--- config.mk ---
export PLATFORM = sky130hd
export DESIGN_NAME = pid_rate_ctrl
export DESIGN_NICKNAME = d
export VERILOG_FILES = /design/src/rtl/pid_rate_ctrl.sv
export SDC_FILE = /design/constraint.sdc
export NUM_CORES = 2
export LEC_CHECK = 0
export ABC_AREA = 1
export CORE_MARGIN = 1
export CORE_UTILIZATION = 50
export DETAILED_ROUTE_END_ITERATION = 10
export PLACE_DENSITY = 0.75
export SLEW_MARGIN = 20
export SYNTH_ARGS = -nofsm -noshare
export SYNTH_HDL_FRONTEND = slang
export SYNTH_SLANG_ARGS = --single-unit
--- constraint.sdc ---
create_clock -name clk -period 16.7 [get_ports clk]
set_input_delay 1.67 -clock clk [delete_from_list [all_inputs] [get_ports clk]]
set_output_delay 1.67 -clock clk [all_outputs]
set_load 0.02 [all_outputs]
--- src/rtl/pid_rate_ctrl.sv ---
module pid_rate_ctrl #(
  parameter int DW   = 14,
  parameter int GW   = 16,
  parameter int SHW  = 4,
  parameter int DIV1 = 125,
  parameter int DIV2 = 1042,
  parameter int DIV3 = 8333
) (
  input  logic                 clk,
  input  logic                 rst_n,
  input  logic                 enable,
  input  logic signed [DW-1:0] meas,
  input  logic signed [DW-1:0] setpoint,
  input  logic [GW-1:0]        kp,
  input  logic [GW-1:0]        ki,
  input  logic [GW-1:0]        kd,
  input  logic [SHW-1:0]       err_shift,
  input  logic [1:0]           skip,
  input  logic signed [DW-1:0] offset,
  output logic signed [DW-1:0] result,
  output logic signed [DW:0]   error
);
  localparam int EW = DW + 1;
  localparam int SW = DW + GW + 6;
  localparam int CW = $clog2(DIV3 + 1);
  localparam logic signed [SW-1:0] OMAX = SW'(2 ** (DW - 1) - 1);
  localparam logic signed [SW-1:0] OMIN = ~OMAX;

  logic [GW-1:0] kp_r, ki_r, kd_r;
  logic [CW-1:0] cnt, lim;
  logic tick;
  logic signed [EW-1:0] e_raw, e, ep;
  logic signed [SW-1:0] e_x, ep_x, kp_x, ki_x, kd_x, res_x, off_x;
  logic signed [SW-1:0] p_t, i_t, d_t, acc, acc_n, sum, u;
  logic signed [DW-1:0] sat;
  logic hold;

  always_comb begin
    case (skip)
      2'd0:    lim = CW'(1);
      2'd1:    lim = CW'(DIV1);
      2'd2:    lim = CW'(DIV2);
      default: lim = CW'(DIV3);
    endcase
  end

  assign tick  = enable && (cnt >= lim - CW'(1));

  assign e_raw = {setpoint[DW-1], setpoint} - {meas[DW-1], meas};
  assign e     = e_raw >>> err_shift;

  assign e_x   = {{(SW-EW){e[EW-1]}}, e};
  assign ep_x  = {{(SW-EW){ep[EW-1]}}, ep};
  assign kp_x  = {{(SW-GW){1'b0}}, kp_r};
  assign ki_x  = {{(SW-GW){1'b0}}, ki_r};
  assign kd_x  = {{(SW-GW){1'b0}}, kd_r};
  assign res_x = {{(SW-DW){result[DW-1]}}, result};
  assign off_x = {{(SW-DW){offset[DW-1]}}, offset};

  assign p_t   = e_x * kp_x;
  assign i_t   = e_x * ki_x;
  assign d_t   = (e_x - ep_x) * kd_x;

  assign hold  = (res_x == OMAX && i_t > 0) || (res_x == OMIN && i_t < 0);
  assign acc_n = hold ? acc : acc + i_t;
  assign sum   = p_t + acc_n + d_t;
  assign u     = off_x + (sum >>> GW);
  assign sat   = (u > OMAX) ? OMAX[DW-1:0] : (u < OMIN) ? OMIN[DW-1:0] : u[DW-1:0];

  always_ff @(posedge clk or negedge rst_n) begin
    if (!rst_n) begin
      kp_r   <= '0;
      ki_r   <= '0;
      kd_r   <= '0;
      cnt    <= '0;
      acc    <= '0;
      ep     <= '0;
      result <= '0;
      error  <= '0;
    end else if (!enable) begin
      kp_r   <= kp;
      ki_r   <= ki;
      kd_r   <= kd;
      cnt    <= '0;
      acc    <= '0;
      ep     <= '0;
      result <= offset;
      error  <= '0;
    end else begin
      cnt <= tick ? '0 : cnt + CW'(1);
      if (tick) begin
        acc    <= acc_n;
        ep     <= e;
        result <= sat;
        error  <= e;
      end
    end
  end
endmodule

==> flow_metrics.tcl <==
set metrics [dict create \
    drc_errors 8 \
    status "finished with violations" \
    die_y_um 275 \
    ant_nets 0 \
    slew_headroom_pct 15.9 \
    grt_pass1_vias 35100 \
    grt_first_pass_wirelength_mm 191 \
    r2r-end "result[4]" \
    antenna_found_initial 2 \
    dieArea_mm2 0.0756 \
    avgSynthCellArea_um2 7.73 \
    layout-drive-gt1-share_pct 20.6 \
    hp-class "flip-flop to flip-flop" \
    final_cells 6293 \
    crit_path_end_kind "flip-flop" \
    ys_seq_area_share_pct 8.53 \
    drt-vias-per-instance 5.43 \
    setup_slack_ns -0.371 \
    port_buffers 127 \
    ioPinCount 128 \
    root_buffer "clkbuf_16" \
    worstSetupPathType "input port to flip-flop" \
    setup_viol 13 \
    wl_per_cell_um 19.6 \
    syn_inst 4821 \
    syn_area_mm2 0.0373 \
    met1_usage_pct 43.0 \
    worstSkewPairLatency_ns 0.50 \
    h-tree-depth 4 \
    fin_crit_ns 17.07 \
    clk_pin_slew_ns 0.08 \
    fmax_mhz 58.6 \
    top_usage_layer "met2" \
    period_share_pct 102 \
    maxCapViolations 0 \
    dr.pass1.iters 9 \
    syn_to_final_growth_pct 24.4 \
    synth_top_flop_cell "dfrtp_1" \
    use_met2_pct 51.8 \
    skew_ns 0.0174 \
    ys_top_cells_by_area "fa_1 (35%), ha_1 (15%), nand2_1 (11%)" \
    start_util_pct 50.8 \
    violations "design-rule violations, negative setup slack" \
    initialDrtViolationCount 3147 \
    yosys_register_bits 127 \
    yosys.area.top_type_share_pct 35.1 \
    overflow 0 \
    core_area_mm2 0.0733 \
    gp_congestion 1.00 \
    start_kind "input port" \
    numCtsBuffers 17 \
    vias 34200 \
    cts_tree "built" \
    hold_viol 0 \
    dieWidth_um 275 \
    whs_endpoint "cnt[0]" \
    rr_worst_depth 67 \
    cp.arrival_ns 17.51 \
    r2r_setup_slack_ns 2.28 \
    slowest_delay_ns 0.61 \
    globalRouteMet3Util_pct 7.53 \
    critPathRequiredTime_ns 17.14 \
    hold_start "cnt[0]" \
    yosys_warnings 0 \
    synth_edf_count 0 \
    whs_ns 0.493 \
    dpl.hpwl_mm 97.6 \
    track_usage_pct 32.9 \
    cpMostUsedCell "fa_1" \
    tns_ns -4.24 \
    drv_slew 0 \
    timing.rr.start "ki_r[6]" \
    cts_hold_buf 0 \
    grt_max_degree 76 \
    rsz0062_at_grt "yes" \
    placed_cells 6156 \
    ys_types 59 \
    critPathSlowestCell "fa_1" \
    crit_start "setpoint[0]" \
    synthArstFlopShare_pct 100 \
    synth_area_leader_cell "fa_1" \
    tightest_slew_ns 1.25 \
    worstPathMaxFanout 11 \
    wirelength_mm 123 \
    finalNetCount 6507 \
    cts.sinks 127 \
    holdPathStages 1 \
    core.rowCount 99 \
    clockBufferDepth 2 \
]
==> worst max-delay path: cells and delay by family <==
kind            cells  cell delay (ns)
buf+inv            23             2.11
compound gates     13             2.08
fa+ha+maj          20             8.46
xor+xnor            3             0.62
simple gates       23             2.56
==> registers in the layout, indices dropped and copies added, names as in the netlist <==
signal,cells
cnt,14
ki_r,16
kd_r,16
ep,15
acc,36
kp_r,16
result,14
==> cell families (layout without fill, tap and decap cells) <==
kind of cell	count (synthesis)	in the layout	share of synthesized area (%)
compound gates	460	460	7.16
xor+xnor	86	86	2.07
flops	127	127	8.53
buf+inv	1261	1772	12.9
fa+ha+maj	1087	1087	49.7
mux	1	1	0.0269
other cells	1	3	0.0101
simple gates	1798	1798	19.6
==> per-layer routing <==
| metal | up-vias | part of all wire, % | wire, um |
|---|---|---|---|
| li1 | 15500 | - | - |
| met3 | 411 | 9.7 | 11900 |
| met2 | 1675 | 46 | 56100 |
| met4 | 4 | 5.8 | 7180 |
| met1 | 16600 | 39 | 48000 |
| met5 | - | 0.019 | 23 |
==> metrics by stage <==
stage | util (%) | worst slack (ns) | cell area [um2]
2_1_floorplan | - | 0.0355 | 37300
3_3_place_gp | 57.4 | -1.42 | 42100
6_report | 63.2 | -0.371 | 46300
3_5_place_dp | 57.4 | -1.54 | 42100
5_1_grt | 63.2 | -0.852 | 46300
4_1_cts | 60.8 | 0.00451 | 44600
==> cell usage after synthesis (all sizes together), types with 2 or more instances <==
cell        n
nand3     144
o21ai     189
o211ai      9
xnor2      29
ha        433
a21boi      2
clkinv     10
nand2    1121
o21a        6
nor4        9
nand4      33
a31oi      15
a21o       25
xor2       57
fa        654
o22ai      15
nand3b      8
a211oi      3
dfrtp     127
buf        42
o2111ai     3
nor3       27
and2       17
clkbuf    100
a21oi     167
inv      1109
a211o       3
o21bai     12
o221ai      3
o31ai       4
nor2      415
or2        21
==> cell type report <==
class,count,area [um2]
fillers,5924,27000
diodes,1,2.50
well taps,959,1200
repair buffers,622,5200
clock buffers,17,425
multi-input cells,3434,32000
clock inverters,14,135
flip-flops and latches,127,3180
inverters,1119,4240
==> cells in the final DEF (no fill, tap or decap), drive strengths merged, types with 8 or more instances in the layout <==
master / count
clkbuf: 18
xor2: 57
a21o: 25
fa: 654
buf: 497
inv: 1112
o211ai: 9
nand3b: 8
nor3: 27
o21ai: 189
clkdlybuf4s50: 100
o22ai: 15
dfrtp: 127
nand4: 33
nand2: 1121
o21bai: 12
clkinv: 14
nor4: 9
and2: 17
nand3: 144
xnor2: 29
ha: 433
nor2: 415
or2: 21
a21oi: 167
a31oi: 15
dlymetal6s2s: 24
==> how the worst max path moves through the flow <==
| stage | to | slack [ns] |
|---|---|---|
| final | result[4] | -0.37 |
| after global routing | result[4] | -0.85 |
| after CTS | result[4] | 0.005 |
| after detailed placement | result[4] | -1.54 |
| after global placement | result[3] | -1.42 |
| after floorplan | result[7] | 0.04 |
==> what timing repair did <==
action | 4_1_cts | 5_1_grt
pin swaps | 142 | 241
endpoints found under the setup margin | 14 | 14
setup buffers | 55 | 48
gates resized for setup | 340 | 342
gates cloned | 4 | 0
Power is not shown: default switching activity piles up to over one toggle a cycle in this logic, so the estimate is an artifact.
